### config.mk
export PLATFORM = sky130hd
export DESIGN_NAME = flow_route_unit
export DESIGN_NICKNAME = d
export VERILOG_FILES = /design/src/rtl/flow_route_unit.sv
export SDC_FILE = /design/constraint.sdc
export NUM_CORES = 1
export LEC_CHECK = 0
export BUFFER_PORTS_ARGS = -buffer_cell sky130_fd_sc_hd__buf_2
export CAP_MARGIN = 20
export CORE_AREA = 2 2 291 293
export DETAILED_ROUTE_END_ITERATION = 12
export DIE_AREA = 0 0 293 295
export GPL_TIMING_DRIVEN = 0
export PLACE_DENSITY = 0.31
export SLEW_MARGIN = 20
export SYNTH_ARGS = -nofsm -noshare
export SYNTH_HDL_FRONTEND = slang
export SYNTH_SLANG_ARGS = --single-unit
### constraint.sdc
create_clock -name clk -period 1.7 [get_ports clk]
set_clock_uncertainty 0.2 [all_clocks]
set_input_delay 0.17 -clock clk [delete_from_list [all_inputs] [get_ports clk]]
set_output_delay 0.17 -clock clk [all_outputs]
set_load 0.05 [all_outputs]
### src/rtl/flow_route_unit.sv
module flow_route_unit #(
  parameter int ADDR_W       = 128,
  parameter int V4_W         = 32,
  parameter int PORT_W       = 16,
  parameter int PROTO_W      = 8,
  parameter int DEST_W       = 5,
  parameter int REMAP_BASE   = 11,
  parameter int RELEASE_CODE = 5
) (
  input  logic                clk,
  input  logic                rst_n,
  input  logic                in_vld,
  output logic                in_rdy,
  input  logic                key_is_v6,
  input  logic [ADDR_W-1:0]   key_src_ip,
  input  logic [ADDR_W-1:0]   key_dst_ip,
  input  logic [PORT_W-1:0]   key_src_port,
  input  logic [PORT_W-1:0]   key_dst_port,
  input  logic [PROTO_W-1:0]  key_proto,
  input  logic                ent_valid,
  input  logic [ADDR_W-1:0]   ent_src_ip,
  input  logic [ADDR_W-1:0]   ent_dst_ip,
  input  logic [PORT_W-1:0]   ent_src_port,
  input  logic [PORT_W-1:0]   ent_dst_port,
  input  logic [PROTO_W-1:0]  ent_proto,
  input  logic [DEST_W-1:0]   ent_dest,
  input  logic                ent_drop,
  input  logic                ent_offload,
  input  logic [1:0]          ent_route_sel,
  input  logic                ent_frag_lock,
  input  logic                pkt_first_frag,
  input  logic                pkt_multi_buf,
  input  logic [DEST_W-1:0]   peer_dest,
  input  logic [DEST_W-1:0]   rule_dest,
  input  logic                cfg_frag_mode,
  input  logic                cfg_offload_multi_dis,
  input  logic [DEST_W-1:0]   cfg_offload_ring,
  input  logic [((1<<DEST_W)-REMAP_BASE)*DEST_W-1:0] cfg_remap_tbl,
  output logic                out_vld,
  input  logic                out_rdy,
  output logic                out_match,
  output logic [DEST_W-1:0]   out_dest,
  output logic                lock_wr
);

  localparam int REMAP_N = (1 << DEST_W) - REMAP_BASE;
  localparam logic [PROTO_W-1:0] PR_ICMP4 = PROTO_W'(1);
  localparam logic [PROTO_W-1:0] PR_TCP   = PROTO_W'(6);
  localparam logic [PROTO_W-1:0] PR_UDP   = PROTO_W'(17);
  localparam logic [PROTO_W-1:0] PR_ESP   = PROTO_W'(50);
  localparam logic [PROTO_W-1:0] PR_AUTH  = PROTO_W'(51);
  localparam logic [PROTO_W-1:0] PR_ICMP6 = PROTO_W'(58);
  localparam logic [DEST_W-1:0]  D_REL    = DEST_W'(RELEASE_CODE);
  localparam logic [DEST_W-1:0]  D_BASE   = DEST_W'(REMAP_BASE);

  logic in_fire;
  assign in_rdy  = ~out_vld | out_rdy;
  assign in_fire = in_vld & in_rdy;

  logic upper_clear, addr_eq, proto_legal, is_icmp, icmp_ports_ok, hit;
  assign upper_clear = ~|key_src_ip[ADDR_W-1:V4_W] & ~|key_dst_ip[ADDR_W-1:V4_W] &
                       ~|ent_src_ip[ADDR_W-1:V4_W] & ~|ent_dst_ip[ADDR_W-1:V4_W];
  assign addr_eq = key_is_v6
                 ? (key_src_ip == ent_src_ip) && (key_dst_ip == ent_dst_ip)
                 : upper_clear && (key_src_ip[V4_W-1:0] == ent_src_ip[V4_W-1:0]) &&
                   (key_dst_ip[V4_W-1:0] == ent_dst_ip[V4_W-1:0]);

  always_comb begin
    unique case (key_proto)
      PR_ICMP4, PR_TCP, PR_UDP, PR_ESP, PR_AUTH, PR_ICMP6: proto_legal = 1'b1;
      default: proto_legal = 1'b0;
    endcase
  end
  assign is_icmp       = (key_proto == PR_ICMP4) || (key_proto == PR_ICMP6);
  assign icmp_ports_ok = ~is_icmp || (~|key_src_port && ~|key_dst_port);

  assign hit = ent_valid && proto_legal && icmp_ports_ok && addr_eq &&
               (key_proto == ent_proto) &&
               (key_src_port == ent_src_port) && (key_dst_port == ent_dst_port);

  logic frag_now, route_ok, offload_on;
  assign frag_now   = cfg_frag_mode & pkt_first_frag;
  assign route_ok   = hit & ~frag_now & ~ent_frag_lock;
  assign offload_on = ent_offload & ~(cfg_offload_multi_dis & pkt_multi_buf);

  logic [DEST_W-1:0] sel;
  always_comb begin
    if (!route_ok)     sel = peer_dest;
    else if (ent_drop) sel = D_REL;
    else begin
      case (ent_route_sel)
        2'd1:    sel = peer_dest;
        2'd3:    sel = rule_dest;
        default: sel = offload_on ? cfg_offload_ring : ent_dest;
      endcase
    end
  end

  logic [DEST_W-1:0] remap_arr [REMAP_N];
  for (genvar g = 0; g < REMAP_N; g++) begin : g_remap
    assign remap_arr[g] = cfg_remap_tbl[g*DEST_W +: DEST_W];
  end

  logic [DEST_W-1:0] rm_idx, final_dest;
  assign rm_idx     = sel - D_BASE;
  assign final_dest = (sel >= D_BASE) ? remap_arr[rm_idx] : sel;

  always_ff @(posedge clk or negedge rst_n) begin
    if (!rst_n) begin
      out_vld   <= 1'b0;
      out_match <= 1'b0;
      out_dest  <= '0;
      lock_wr   <= 1'b0;
    end else if (in_rdy) begin
      out_vld <= in_vld;
      if (in_vld) begin
        out_match <= route_ok;
        out_dest  <= final_dest;
        lock_wr   <= hit & frag_now;
      end else begin
        lock_wr   <= 1'b0;
      end
    end
  end

  p_hold_r12: assert property (@(posedge clk) disable iff (!rst_n)
    out_vld && !out_rdy |=> out_vld && $stable(out_dest) && $stable(out_match) && $stable(lock_wr));

  p_invalid_entry_r1: assert property (@(posedge clk) disable iff (!rst_n)
    in_fire && !ent_valid |=> !out_match && !lock_wr);

  p_drop_release_r6: assert property (@(posedge clk) disable iff (!rst_n)
    in_fire && ent_drop |=> !out_match || (out_dest == D_REL));

  p_locked_entry_r11: assert property (@(posedge clk) disable iff (!rst_n)
    in_fire && ent_frag_lock |=> !out_match);

  p_lock_write_r10: assert property (@(posedge clk) disable iff (!rst_n)
    lock_wr |-> out_vld && !out_match);

  p_fallback_r5: assert property (@(posedge clk) disable iff (!rst_n)
    in_fire && !ent_valid && (peer_dest < D_BASE) |=> out_dest == $past(peer_dest));

  always_comb begin
    if (!rst_n) p_reset_r13: assert (in_rdy || out_rdy);
  end

endmodule

==> results of run 1 <==
==> through the flow <==
| stage | worst slack (ns) | TNS (ns) | power [mW] |
|---|---|---|---|
| 6_report | -3.26 | -19.40 | 4.14 |
| 5_1_grt | -3.41 | -20.27 | 4.39 |
| 4_1_cts | -3.38 | -18.82 | 4.14 |
| 2_1_floorplan | -2.54 | -13.02 | 1.44 |
| 3_5_place_dp | -5.40 | -32.10 | 3.54 |
| 3_3_place_gp | -5.47 | -32.38 | 3.53 |
==> sequential cells by signal (all words and copies together) (netlist names) <==
name       cells
lock_wr        1
out_dest       5
out_match      1
out_vld        1
==> cell usage after synthesis (6+ instances only) <==
master / count / share of area (%)
o21ai_0: 7 / 0.55
nor2_1: 12 / 0.71
a22oi_1: 8 / 0.94
mux4_1: 10 / 4.1
a21oi_1: 10 / 0.78
clkbuf_1: 6 / 0.35
mux4_2: 14 / 4.9
o22ai_1: 25 / 2.5
xnor2_1: 134 / 18
a22o_1: 11 / 1.5
nand3_1: 9 / 0.71
a211oi_1: 9 / 1.1
dfrtp_1: 8 / 3.1
mux2i_1: 14 / 2.2
xor2_1: 60 / 8.2
nor4_1: 143 / 14
nand4_1: 68 / 6.7
nor3_1: 9 / 0.71
nor2b_1: 46 / 4.5
nand2_1: 11 / 0.65
o2111ai_1: 15 / 2.1
inv_1: 85 / 5.0
a2111oi_0: 7 / 0.96
nand2b_1: 49 / 4.8
a2111o_1: 11 / 1.9
==> cells by family after synthesis <==
family | share of synthesized area, %
AO/OA/AOI/OAI | 16.7
buffers and inverters | 6.04
adder cells (fa/ha/maj) | 0.196
multiplexers | 12.0
XOR/XNOR | 26.6
AND/OR/NAND/NOR | 35.4
flip-flops | 3.14
==> cell type report <==
class | instances | area share, %
plain buffers | 10 | 0.754
repair buffers | 780 | 32.4
diodes | 7 | 0.137
flip-flops and latches | 8 | 1.57
multi-input cells | 742 | 51.4
clock buffers | 3 | 0.588
inverters | 85 | 2.54
well taps | 1080 | 10.6
==> where the power goes <==
group	switching, mW	total, mW	internal (mW)
logic	1.99	3.50	1.50
clock network	0.103	0.407	0.304
registers	0.0181	0.235	0.217
==> critical path, delay by kind of cell <==
family          cells  cell delay (ns)
compound gates      6             1.74
simple gates        7             1.56
mux                 2             0.62
buf+inv             5             0.60
fa+ha+maj           1             0.18
==> timing repair <==
action,4_1_cts,5_1_grt
setup buffers,17,25
hold buffers,2,0
pin swaps,29,30
endpoints found under the hold margin,9,0
gates resized for setup,82,67
setup endpoints to repair,7,7
==> worst max-delay path by stage <==
| stage | from | endpoint | slack [ns] | depth (start not counted) |
|---|---|---|---|---|
| after detailed placement | ent_dst_ip[117] | out_dest[2] | -5.40 | 19 |
| final | ent_dst_ip[97] | out_dest[2] | -3.26 | 21 |
| after CTS | ent_dst_ip[117] | out_dest[2] | -3.38 | 21 |
| after global routing | ent_src_ip[71] | out_dest[2] | -3.41 | 21 |
| after global placement | ent_dst_ip[117] | out_dest[2] | -5.47 | 22 |
| after floorplan | key_dst_ip[127] | out_dest[2] | -2.54 | 21 |
==> per-layer routing <==
metal	global-route usage (%)	wire length, µm
met2	30.2	37700
met3	2.69	4620
met5	0	111
met1	19.9	31000
met4	4.50	2510
==> impl_metrics.ini, run 1 <==
[grt]
grt_pass1_wl_um = 98000
grt_pass1_vias = 11800
grt_overflow = 0
antenna_found_initial = 23
grt_use_total_pct = 16.6
grt_max_degree = 11

[placed_design]
hpwlAfterDp_um = 71600
placed_area_um2 = 11600
gp_congestion = 0.963
post-place-cells = 2665
port_buffers = 738

[worst_setup_path]
cp-end-kind = flip-flop
crit_chain = buf_2 -> nand2b_1 -> o2111ai_1 -> a2111oi_0 -> nand4_1 -> nor3_1 -> a31oi_4 -> buf_6 -> nor3_4 -> mux2i_4 -> inv_2 -> ha_4 -> or3_4 -> a211oi_4 -> nor3_4 -> buf_8 -> buf_12 -> mux4_2 -> nand3b_1 -> a31oi_2 -> o221a_2
r2r_setup_slack_ns = -0.27
cp_slowest_cell = a2111oi_0
start_kind = primary input
arrival_ns = 4.88
worst_r2r_endpoint = out_dest[3]
cpMostUsedCell = nor3_4
reg2regPathDepth = 6
critical_path_class = primary input to flip-flop
crit_fanout = 5
worstPathRequired_ns = 1.62
timing.rr.start = out_vld
cpPeakStageDelay_ns = 0.66

[cells_and_area]
fillers = 9684
final_util_pct = 15.4
multiInputGateArea_um2 = 6570
final-seq-area_um2 = 200
final_layout_size_suffix_gt1_share_pct = 55.1
final_nets = 2363
fin_cells = 2715
area_delta_synth_final_pct = 100
final_common_cell = buf_2
final_cell_mix = buf_2 (732), nor4_1 (117), xnor2_1 (115)
design_area_um2 = 12800

[detailed_routing]
wl_um = 75900
viasPerCell = 3.92
first_iter_violations = 391
wl_per_cell_um = 28.0
drtPass1Iterations = 5
num_vias = 10600
ant_nets = 0
drc = 0

[floorplanning]
die_w_um = 293
die_y_um = 295
placementRows = 106
io_pins = 741
core-area_um2 = 83200
initial_core_util_pct = 7.67
dieArea_um2 = 86400

[run]
cap_violations = 0

[worst_hold_path]
hp-class = primary input to flip-flop
hold_path.startpoint = out_rdy
hold_path_depth = 3
holdPathEnd = out_vld

[sta]
whs_ns = 0.0410
rsz0062_at_grt = yes
period_needed_ns = 4.96
hold_violations = 0
fmax_mhz = 202
tightest_slew_ns = 0.767
setup_viol = 7
layout_setup_ws_ns = -3.26
maxSlewHeadroom_pct = 48.8
post-route-period-util_pct = 292
drv_slew = 0

[status]
violations = setup timing
outcome = finished, violations left

[yosys]
synth-seq-cells = 8
yosysSeqAreaShare_pct = 3.14
async_flop_share_pct = 100
synth-edff-count = 0
synth.avg_cell_area_um2 = 7.54
synth_flop_cell = dfrtp_1
ys_types = 61
syn_area_um2 = 6380
ys_warn_count = 0
synthesis.nets = 1579
netlist_instances = 846

[cts]
cts_buffer_depth = 2
cts_root_buf = clkbuf_16
cts_tree = built
clk_latency_ns = 0.23
clock_sinks = 8
numCtsBuffers = 3
clk_pin_slew_ns = 0.04
htree_levels = 1

[power]
power.density_nw_per_um2 = 324
irDropWorstVdd_mv = 0.216
power.leakage_nw = 5.54
No activity file was read; power rests on OpenSTA's default activity.
==> inputs of run 2 (changes only) <==
- CORE_AREA: 2 2 291 293 -> 2 2 286 288
- DIE_AREA: 0 0 293 295 -> 0 0 288 290
- clock period: 1.7 -> 5 ns (I/O delays scaled with it)
==> run 2 against run 1 <==
  * Critical path type unchanged
  * Register-to-register slack better by 3.3 ns
  * Highest routed layer unchanged
  * Clock-buffer cell count unchanged
  * Largest power group unchanged
  * Via count up 1.3%
  * Total power down 67%
  * Sequential power down 66%
  * Global-route usage about the same
  * Cell area down 4.0%
  * Worst setup slack better by 3.0 ns
  * Die area down 3.4%
  * Non-clock buffer count down 25
  * Cell count down 1.8%
  * The run still ends with setup timing left
==> impl_metrics.ini, run 2 (synthesis results as in run 1) <==
[cells_and_area]
area_delta_synth_final_pct = 92.1
final_cell_mix = buf_2 (733), xnor2_1 (121), nor4_1 (117)
design_area_um2 = 12300
final_layout_size_suffix_gt1_share_pct = 53.5
final_util_pct = 15.3
final_common_cell = buf_2
regMostFlops = out_dest
final_nets = 2338
fillers = 9474
fin_cells = 2665
largest_reg_flops = 5

[sta]
period_needed_ns = 5.25
post-route-period-util_pct = 105
rsz0062_at_grt = yes
maxSlewHeadroom_pct = 41.3
setup_viol = 5
layout_setup_ws_ns = -0.248
hold_violations = 0
fmax_mhz = 191
whs_ns = 0.268
tightest_slew_ns = 0.877
setup_tns_ns = -0.934
drv_slew = 0

[worst_setup_path]
crit_fanout = 6
cp-end-kind = flip-flop
crit_chain = buf_2 -> inv_1 -> o22ai_1 -> nor4_1 -> nand4_1 -> nor4_4 -> a31oi_4 -> buf_6 -> nor3_4 -> mux2i_2 -> inv_2 -> ha_4 -> or3_4 -> a211oi_4 -> nor3_2 -> clkbuf_8 -> mux4_2 -> a22oi_2 -> a31oi_1 -> o221a_2
start_kind = primary input
worstPathRequired_ns = 4.92
cp_slowest_cell = nor4_1
cpPeakStageDelay_ns = 0.61
arrival_ns = 5.17
critical-path-top-delay-family = simple AND/OR/NAND/NOR gates
cp_num_buf_inv = 5
critical_path_class = primary input to flip-flop

[placed_design]
dp_worst_setup_slack_ns = -2.63
post-place-cells = 2644
gp_congestion = 0.950
placed_area_um2 = 11400
hpwlAfterDp_um = 68700
port_buffers = 738

[cts]
cts_tree = built
clk_latency_ns = 0.24
numCtsBuffers = 3
clock_sinks = 8
cts_buffer_depth = 2
cts_root_buf = clkbuf_16
htree_levels = 1
clk_pin_slew_ns = 0.04

[detailed_routing]
first_iter_violations = 638
drc = 0
viasPerCell = 4.04
ant_nets = 0
num_vias = 10800
drtPass1Iterations = 5
wl_um = 72900
wl_per_cell_um = 27.3

[floorplanning]
dieArea_um2 = 83500
initial_core_util_pct = 7.96
core-area_um2 = 80200
placementRows = 104
die_w_um = 288
die_y_um = 290
io_pins = 741

[power]
p_total_mw = 1.37
power.leakage_nw = 5.35
irDropWorstVdd_mv = 0.0966
power.density_nw_per_um2 = 112

[status]
violations = setup timing
outcome = finished, violations left

[worst_hold_path]
hp-class = primary input to flip-flop

[grt]
grt_max_degree = 11
grt_use_total_pct = 16.5
grt_pass1_vias = 11800
antenna_found_initial = 25
grt_overflow = 0
grt_pass1_wl_um = 95900

[run]
cap_violations = 0
-- run 2: layer usage --
layer | global-route usage, % | vias to the layer above | share of wire, %
li1 | - | 4839 | -
met1 | 18.3 | 5179 | 37
met2 | 32.3 | 652 | 53
met5 | 0 | - | 0.11
met3 | 2.76 | 92 | 6.9
met4 | 3.61 | 14 | 3.0
-- run 2: final cells by class --
| cell class | instances | area, µm² | area share, % |
|---|---|---|---|
| Buffer | 10 | 98.8 | 0.806 |
| Antenna cell | 2 | 5.00 | 0.0408 |
| Clock buffer | 3 | 75.1 | 0.612 |
| Inverter | 85 | 319 | 2.60 |
| Tap cell | 1060 | 1330 | 10.8 |
| Sequential cell | 8 | 200 | 1.63 |
| Timing Repair Buffer | 755 | 3870 | 31.6 |
| Multi-Input combinational cell | 742 | 6360 | 51.9 |
-- run 2: final timing paths --
check	start	to	slack [ns]	cells after the start
min in group asynchronous	rst_n	out_dest[3]	0.48	2
max in group asynchronous	rst_n	out_dest[1]	3.93	2
hold / removal	in_vld	out_vld	0.27	2
hold reg to reg	out_match	out_match	0.30	1
setup reg to reg	out_vld	out_dest[3]	2.98	6
setup / recovery	key_src_ip[37]	out_dest[2]	-0.25	20
-- run 2: report_power, final --
part | internal [mW] | switching, mW | leakage [nW]
sequential | 0.0737 | 0.00564 | 0.0999
combinational | 0.497 | 0.650 | 5.21
clock | 0.104 | 0.0375 | 0.0370
total | 0.675 | 0.693 | 5.35
-- run 2: timing repair --
action	in CTS	in global routing
buffers inserted	16	1
endpoints found under the hold margin	8	0
gates resized for setup	94	29
pin swaps	32	25
endpoints found under the setup margin	5	5
cloned	0	0
hold buffers	1	0
